$ cat config.mk
export PLATFORM = sky130hd
export DESIGN_NAME = link_bist_top
export DESIGN_NICKNAME = d
export VERILOG_FILES = /design/src/rtl/link_bist_pkg.sv /design/src/rtl/link_bist_throttle.sv /design/src/rtl/link_bist_gen.sv /design/src/rtl/link_bist_chk.sv /design/src/rtl/link_bist_lat.sv /design/src/rtl/link_bist_top.sv
export SDC_FILE = /design/constraint.sdc
export NUM_CORES = 1
export LEC_CHECK = 0
export ABC_AREA = 1
export BUFFER_PORTS_ARGS = -buffer_cell sky130_fd_sc_hd__buf_2
export CAP_MARGIN = 30
export CELL_PAD_IN_SITES_DETAIL_PLACEMENT = 1
export CELL_PAD_IN_SITES_GLOBAL_PLACEMENT = 2
export CORE_MARGIN = 5
export CORE_UTILIZATION = 30
export DETAILED_ROUTE_END_ITERATION = 6
export PLACE_DENSITY_LB_ADDON = 0.1
export RECOVER_POWER = 25
export SLEW_MARGIN = 40
export SYNTH_ARGS = -nofsm -noshare
export SYNTH_HDL_FRONTEND = slang
export SYNTH_SLANG_ARGS = --single-unit
$ cat constraint.sdc
create_clock -name clk_i -period 2.15 [get_ports clk_i]
set_input_delay 0.43 -clock clk_i [delete_from_list [all_inputs] [get_ports clk_i]]
set_output_delay 0.43 -clock clk_i [all_outputs]
set_load 0.02 [all_outputs]
$ cat src/rtl/link_bist_pkg.sv
package link_bist_pkg;
  localparam int unsigned LINE_W = 64;
  localparam int unsigned PRBS_W = 31;

  typedef logic [LINE_W-1:0] line_t;
  typedef logic [PRBS_W-1:0] prbs_t;

  // 64 serial steps of x^31+x^28+1, newest bit lands in bit 0
  function automatic line_t prbs_line(input prbs_t st);
    line_t w;
    prbs_t s;
    logic  b;
    s = st;
    w = '0;
    for (int i = 0; i < LINE_W; i++) begin
      b = s[PRBS_W-1] ^ s[PRBS_W-4];
      s = {s[PRBS_W-2:0], b};
      w[LINE_W-1-i] = b;
    end
    return w;
  endfunction
endpackage

$ cat src/rtl/link_bist_throttle.sv
module link_bist_throttle #(
  parameter int unsigned RATE_W = 6
) (
  input  logic              clk_i,
  input  logic              rst_ni,
  input  logic              en_i,
  input  logic [RATE_W-1:0] rate_i,
  output logic              beat_o
);
  localparam int unsigned SUM_W = RATE_W + 1;

  logic [RATE_W-1:0] acc_q;
  logic [SUM_W-1:0]  sum;

  assign sum    = SUM_W'(acc_q) + SUM_W'(rate_i) + SUM_W'(1);
  assign beat_o = en_i & sum[RATE_W];

  always_ff @(posedge clk_i or negedge rst_ni) begin
    if (!rst_ni)    acc_q <= '0;
    else if (!en_i) acc_q <= '0;
    else            acc_q <= sum[RATE_W-1:0];
  end

  assert_acc_idle_R2: assert property (@(posedge clk_i) disable iff (!rst_ni)
    !en_i |=> acc_q == '0);
endmodule

$ cat src/rtl/link_bist_gen.sv
module link_bist_gen
  import link_bist_pkg::*;
#(
  parameter prbs_t SEED = 31'h2A5A_5A5A
) (
  input  logic  clk_i,
  input  logic  rst_ni,
  input  logic  en_i,
  input  logic  beat_i,
  output logic  tx_valid_o,
  output line_t tx_data_o,
  output logic  tx_first_o
);
  prbs_t state_q;
  logic  pend_q;
  line_t nxt;

  assign nxt = prbs_line(state_q);

  always_ff @(posedge clk_i or negedge rst_ni) begin
    if (!rst_ni) begin
      state_q    <= SEED;
      pend_q     <= 1'b1;
      tx_valid_o <= 1'b0;
      tx_data_o  <= '0;
      tx_first_o <= 1'b0;
    end else if (!en_i) begin
      state_q    <= SEED;
      pend_q     <= 1'b1;
      tx_valid_o <= 1'b0;
      tx_first_o <= 1'b0;
    end else begin
      tx_valid_o <= beat_i;
      if (beat_i) begin
        tx_data_o  <= nxt;
        state_q    <= nxt[PRBS_W-1:0];
        tx_first_o <= pend_q;
        pend_q     <= 1'b0;
      end
    end
  end

  assert_gen_off_R3: assert property (@(posedge clk_i) disable iff (!rst_ni)
    !en_i |=> !tx_valid_o);
  assert_restart_seed_R8: assert property (@(posedge clk_i) disable iff (!rst_ni)
    !en_i |=> state_q == SEED);
endmodule

$ cat src/rtl/link_bist_chk.sv
module link_bist_chk
  import link_bist_pkg::*;
#(
  parameter int unsigned LOCK_RUN   = 4,
  parameter int unsigned SAMP_SHIFT = 16,
  parameter int unsigned CNT_W      = 32
) (
  input  logic             clk_i,
  input  logic             rst_ni,
  input  logic             en_i,
  input  logic             rx_valid_i,
  input  line_t            rx_data_i,
  output logic             locked_o,
  output logic [CNT_W-1:0] samp_cnt_o,
  output logic [CNT_W-1:0] err_cnt_o
);
  localparam int unsigned RUN_W = $clog2(LOCK_RUN + 1);

  logic                  seeded_q;
  logic [RUN_W-1:0]      run_q;
  prbs_t                 exp_q;
  logic [SAMP_SHIFT-1:0] line_q;
  line_t                 exp_line;
  logic                  hit;

  assign exp_line = prbs_line(exp_q);
  assign hit      = (rx_data_i == exp_line);

  always_ff @(posedge clk_i or negedge rst_ni) begin
    if (!rst_ni) begin
      seeded_q   <= 1'b0;
      run_q      <= '0;
      exp_q      <= '0;
      line_q     <= '0;
      locked_o   <= 1'b0;
      samp_cnt_o <= '0;
      err_cnt_o  <= '0;
    end else if (!en_i) begin
      seeded_q   <= 1'b0;
      run_q      <= '0;
      line_q     <= '0;
      locked_o   <= 1'b0;
      samp_cnt_o <= '0;
      err_cnt_o  <= '0;
    end else if (rx_valid_i) begin
      line_q <= line_q + 1'b1;
      if (&line_q && !(&samp_cnt_o)) samp_cnt_o <= samp_cnt_o + 1'b1;
      if (locked_o) begin
        // free-run: a corrupted line costs exactly one error
        exp_q <= exp_line[PRBS_W-1:0];
        if (!hit && !(&err_cnt_o)) err_cnt_o <= err_cnt_o + 1'b1;
      end else if (seeded_q && hit) begin
        exp_q <= rx_data_i[PRBS_W-1:0];
        run_q <= run_q + 1'b1;
        if (run_q == RUN_W'(LOCK_RUN - 1)) locked_o <= 1'b1;
      end else begin
        exp_q    <= rx_data_i[PRBS_W-1:0];
        seeded_q <= 1'b1;
        run_q    <= '0;
      end
    end
  end

  assert_lock_needs_line_R4: assert property (@(posedge clk_i) disable iff (!rst_ni)
    $rose(locked_o) |-> $past(rx_valid_i));
  assert_no_err_unlocked_R7: assert property (@(posedge clk_i) disable iff (!rst_ni)
    (en_i && !locked_o) |=> $stable(err_cnt_o));
  assert_clear_R8: assert property (@(posedge clk_i) disable iff (!rst_ni)
    !en_i |=> (!locked_o && samp_cnt_o == '0 && err_cnt_o == '0));
endmodule

$ cat src/rtl/link_bist_lat.sv
module link_bist_lat
  import link_bist_pkg::*;
#(
  parameter int unsigned LAT_W     = 16,
  parameter int unsigned LAT_SHIFT = 4
) (
  input  logic             clk_i,
  input  logic             rst_ni,
  input  logic             en_i,
  input  logic             tx_valid_i,
  input  logic             tx_first_i,
  input  line_t            tx_data_i,
  input  logic             rx_valid_i,
  input  line_t            rx_data_i,
  output logic [LAT_W-1:0] latency_o
);
  localparam int unsigned CW = LAT_W + LAT_SHIFT;

  logic [CW-1:0] cnt_q;
  logic          act_q;
  line_t         mark_q;
  logic          start, same, back;

  assign start = tx_valid_i & tx_first_i;
  assign same  = rx_valid_i & (rx_data_i == tx_data_i);
  assign back  = rx_valid_i & (rx_data_i == mark_q);

  always_ff @(posedge clk_i or negedge rst_ni) begin
    if (!rst_ni) begin
      cnt_q     <= '0;
      act_q     <= 1'b0;
      mark_q    <= '0;
      latency_o <= '0;
    end else if (!en_i) begin
      cnt_q     <= '0;
      act_q     <= 1'b0;
      latency_o <= '0;
    end else if (start) begin
      mark_q <= tx_data_i;
      cnt_q  <= CW'(1);
      act_q  <= !same;
      if (same) latency_o <= '0;
    end else if (act_q) begin
      if (back) begin
        latency_o <= cnt_q[CW-1:LAT_SHIFT];
        act_q     <= 1'b0;
      end else if (!(&cnt_q)) begin
        cnt_q <= cnt_q + 1'b1;
      end
    end
  end

  assert_lat_clear_R8: assert property (@(posedge clk_i) disable iff (!rst_ni)
    !en_i |=> latency_o == '0);
  assert_lat_hold_R5: assert property (@(posedge clk_i) disable iff (!rst_ni)
    (en_i && !start && !act_q) |=> $stable(latency_o));
endmodule

$ cat src/rtl/link_bist_top.sv
module link_bist_top
  import link_bist_pkg::*;
#(
  parameter int unsigned RATE_W     = 6,
  parameter int unsigned LOCK_RUN   = 4,
  parameter int unsigned SAMP_SHIFT = 16,
  parameter int unsigned CNT_W      = 32,
  parameter int unsigned LAT_W      = 16,
  parameter int unsigned LAT_SHIFT  = 4,
  parameter prbs_t       SEED       = 31'h2A5A_5A5A
) (
  input  logic              clk_i,
  input  logic              rst_ni,
  input  logic              chk_en_i,
  input  logic              gen_en_i,
  input  logic [RATE_W-1:0] rate_i,
  output logic              tx_valid_o,
  output logic [LINE_W-1:0] tx_data_o,
  input  logic              rx_valid_i,
  input  logic [LINE_W-1:0] rx_data_i,
  output logic              locked_o,
  output logic [LAT_W-1:0]  latency_o,
  output logic [CNT_W-1:0]  samp_cnt_o,
  output logic [CNT_W-1:0]  err_cnt_o
);
  logic beat;
  logic tx_first;

  link_bist_throttle #(.RATE_W(RATE_W)) u_thr (
    .clk_i, .rst_ni, .en_i(gen_en_i), .rate_i, .beat_o(beat)
  );

  link_bist_gen #(.SEED(SEED)) u_gen (
    .clk_i, .rst_ni, .en_i(gen_en_i), .beat_i(beat),
    .tx_valid_o, .tx_data_o, .tx_first_o(tx_first)
  );

  link_bist_chk #(.LOCK_RUN(LOCK_RUN), .SAMP_SHIFT(SAMP_SHIFT), .CNT_W(CNT_W)) u_chk (
    .clk_i, .rst_ni, .en_i(chk_en_i), .rx_valid_i, .rx_data_i,
    .locked_o, .samp_cnt_o, .err_cnt_o
  );

  link_bist_lat #(.LAT_W(LAT_W), .LAT_SHIFT(LAT_SHIFT)) u_lat (
    .clk_i, .rst_ni, .en_i(chk_en_i),
    .tx_valid_i(tx_valid_o), .tx_first_i(tx_first), .tx_data_i(tx_data_o),
    .rx_valid_i, .rx_data_i, .latency_o
  );

  assert_full_rate_R2: assert property (@(posedge clk_i) disable iff (!rst_ni)
    (gen_en_i && (&rate_i)) |=> tx_valid_o);
  assert_tx_idle_R3: assert property (@(posedge clk_i) disable iff (!rst_ni)
    !gen_en_i |=> !tx_valid_o);
endmodule

==> flow_summary.toml <==
[run_status]
status = "finished, violations left"
violations = "setup timing"

[timing]
slew_viol_final = 0
hold_ws_ns = 0.126
slew_headroom = 0.248
fin_skew_ns = 0.0168
finalSetupTns_ns = -5.06
max_freq_mhz = 430
hold_viol_final = 0
rsz0062_at_grt = "true"
max_slew.worst_pin.slew_ns = 1.13
setup_viol = 37
fin_crit_sh = 1.08
fin_crit_ns = 2.33
fin_ws_ns = -0.175

[setup_path]
crit_top_cell = "nand2_1"
cp-end-kind = "register"
crit_type = "reg -> reg"
path_cells = "inv_4 -> nand2_2 -> nand2_4 -> buf_4 -> nand2_1 -> nand2_2 -> nand2_1 -> nand2_1 -> nand3_2 -> nor2_1 -> nand3b_1 -> nor2_4 -> nand2_8 -> nand2_8 -> clkbuf_16 -> nand3_2 -> nand2_1"
start_kind = "register"
cp_slowest_cell = "dfrtp_2"
crit_required_ns = 2.66
slowest_delay_ns = 0.48
path_max_fanout = 7
cpLargestDelayFamily = "simple AND/OR/NAND/NOR gates"
path_buf_inv = 3
arrival_ns = 2.83

[grt]
grt_pass1_vias = 23100
grt_start_max_net_pins = 66
grt_use_met2 = 0.431
antenna_found_initial = 4
overflow = 0
grt-busiest-layer = "met2"
grt_pass1_wl_um = 145000
grtUsageMet3 = 0.0336
gr-usage-all-layers = 0.267
grt.met1_usage = 0.383

[cells_and_area]
instances_no_fill = 4399
drive_above_1_share = 0.323
syn2layout_area_growth_pct = 43.1
final_net_count = 3589
diodes = 0
num-fill-cells = 8168

[route]
num_vias = 22100
drc = 0
totalWireLength_um = 99000
first_pass_iters = 5
drtIter0Drc = 1449
wl_per_cell_um = 22.5
antenna_left = 0
vias_per_cell = 5.03

[hold_path]
hp-class = "in -> reg"

[place]
post-place-ws_ns = -0.501
gp_congestion = 0.953
io_buffers = 220
hpwl_um = 78200
place_inst = 4268

[power]
power_leakage_uw = 0.0145
ir_drop_uv = 665
power_density_mw_per_mm2 = 1010

[synthesis]
syn-instance-count = 2829
yosysWarnings = 0
synth_edf_count = 0
syn_nets = 2917
netlist_area_mm2 = 0.0198
avgSynthCellArea_um2 = 6.99
synth_seq_cells = 321
seq_area_frac_synth = 0.407
synth_cell_types = 44
synth_top_flop_cell = "dfrtp_1"
ys_async_sr_fraction = 1.00

[floorplanning]
core_area_mm2 = 0.0655
die_area_mm2 = 0.0711
initial_core_util = 0.302
die_w_um = 267
die_h_um = 267
io_pins = 221
fp-row-count = 94

[cts]
cts_sinks = 321
cts_max_level = 2
cts_root_buffer = "clkbuf_16"
cts.path.max_buffers = 3
clk_transition_reported_paths_ns = 0.06
insertion_delay_ns = 0.59
cts_inserted_buffers = 43
tritoncts = "built"

[job]
max-cap-violations = 0
## what timing repair did
item / CTS / global route
setup endpoints to repair: 163 / 135
setup buffers: 15 / 29
hold endpoints to repair: 23 / 0
gates cloned: 1 / 6
pin swaps: 26 / 114
hold buffers: 1 / 0
resized for setup: 140 / 271
## cell families (layout without fill, tap and decap cells)
kind of cell | count (synthesis) | count (layout) | share of synthesized area
buf+inv | 384 | 1090 | 0.0764
simple gates | 1658 | 1658 | 0.352
fa+ha+maj | 13 | 13 | 0.00861
compound gates | 296 | 296 | 0.0866
flops | 321 | 321 | 0.407
xor+xnor | 157 | 157 | 0.0695
## sequential cells by signal (all words and copies together) (netlist names), 3 cells and up
signal,count
u_lat.latency_o,16
u_thr.acc_q,6
u_chk.line_q,16
u_gen.state_q,31
u_chk.err_cnt_o,32
u_gen.tx_data_o,64
u_lat.cnt_q,20
u_chk.run_q,3
u_lat.mark_q,64
u_chk.exp_q,31
u_chk.samp_cnt_o,32
## cells in the final DEF (no fill, tap or decap), drive strengths merged, types with 67 or more instances in the layout
master,n
nand3,202
dfrtp,305
nand4,74
nor2,270
xor2,91
clkbuf,67
nand2,999
buf,694
o21ai,164
inv,304
## worst paths after layout
path | from | endpoint | slack [ns] | cells past startpoint
max in group asynchronous | rst_ni | u_chk.samp_cnt_o[10] | 0.15 | 3
worst max-delay path | u_chk.exp_q[27] | u_chk.err_cnt_o[22] | -0.18 | 17
min in group asynchronous | rst_ni | u_chk.exp_q[6] | 0.59 | 2
worst min register to register | u_lat.latency_o[10] | u_lat.latency_o[10] | 0.47 | 2
worst max register to register | u_chk.exp_q[27] | u_chk.err_cnt_o[22] | -0.18 | 17
worst min-delay path | chk_en_i | u_chk.locked_o | 0.13 | 3
## cells in the mapped netlist, types with 39 or more instances
library cell	n	share of area
inv_1	295	0.056
nor3_1	64	0.016
a21oi_1	43	0.011
nand2_1	992	0.19
nand3_1	201	0.051
nand4_1	73	0.023
xor2_1	91	0.040
xnor2_1	66	0.029
nor2_1	265	0.050
clkbuf_1	53	0.010
o22ai_1	39	0.012
dfrtp_1	305	0.39
o21ai_0	157	0.040
## worst register-to-register path, stage by stage, from the launching register on
cell       delay [ns]
dfrtp_2          0.48
inv_4            0.11
nand2_2          0.07
nand2_4          0.09
buf_4            0.12
nand2_1          0.08
nand2_2          0.08
nand2_1          0.05
nand2_1          0.09
nand3_2          0.12
nor2_1           0.12
nand3b_1         0.13
nor2_4           0.16
nand2_8          0.09
nand2_8          0.12
clkbuf_16        0.17
nand3_2          0.06
nand2_1          0.11
## routing by layer
layer	part of all wire	vias to the layer above
li1	-	10500
met1	0.47	11000
met2	0.46	522
met3	0.048	124
met4	0.026	0
met5	0	-
## layout make-up
| class | count | area [um2] | share of cell area |
|---|---|---|---|
| multi-input combinational | 2124 | 11200 | 0.397 |
| sequential | 321 | 8080 | 0.286 |
| timing repair buffer | 705 | 5260 | 0.186 |
| clock buffer | 57 | 1220 | 0.0431 |
| inverter | 306 | 1170 | 0.0414 |
| tap | 864 | 1080 | 0.0382 |
| clock inverter | 22 | 244 | 0.00862 |
## report_power, final
| group | internal (uW) | switching (uW) | leakage (uW) | total, uW |
|---|---|---|---|---|
| clock | 4380 | 3130 | 0.000706 | 7520 |
| sequential | 7630 | 1780 | 0.00407 | 9410 |
| combinational | 4650 | 6990 | 0.00971 | 11600 |
| total | 16700 | 11900 | 0.0145 | 28600 |
## through the flow
| stage | power [uW] | util | area [um2] |
|---|---|---|---|
| finish | 28600 | 0.432 | 28300 |
| global route | 30100 | 0.432 | 28300 |
| CTS | 28100 | 0.415 | 27200 |
| detailed placement | 20100 | 0.384 | 25200 |
| global placement | 19900 | 0.384 | 25200 |
| floorplan | 14300 | - | 19800 |
(Power assumes the default switching activity.)
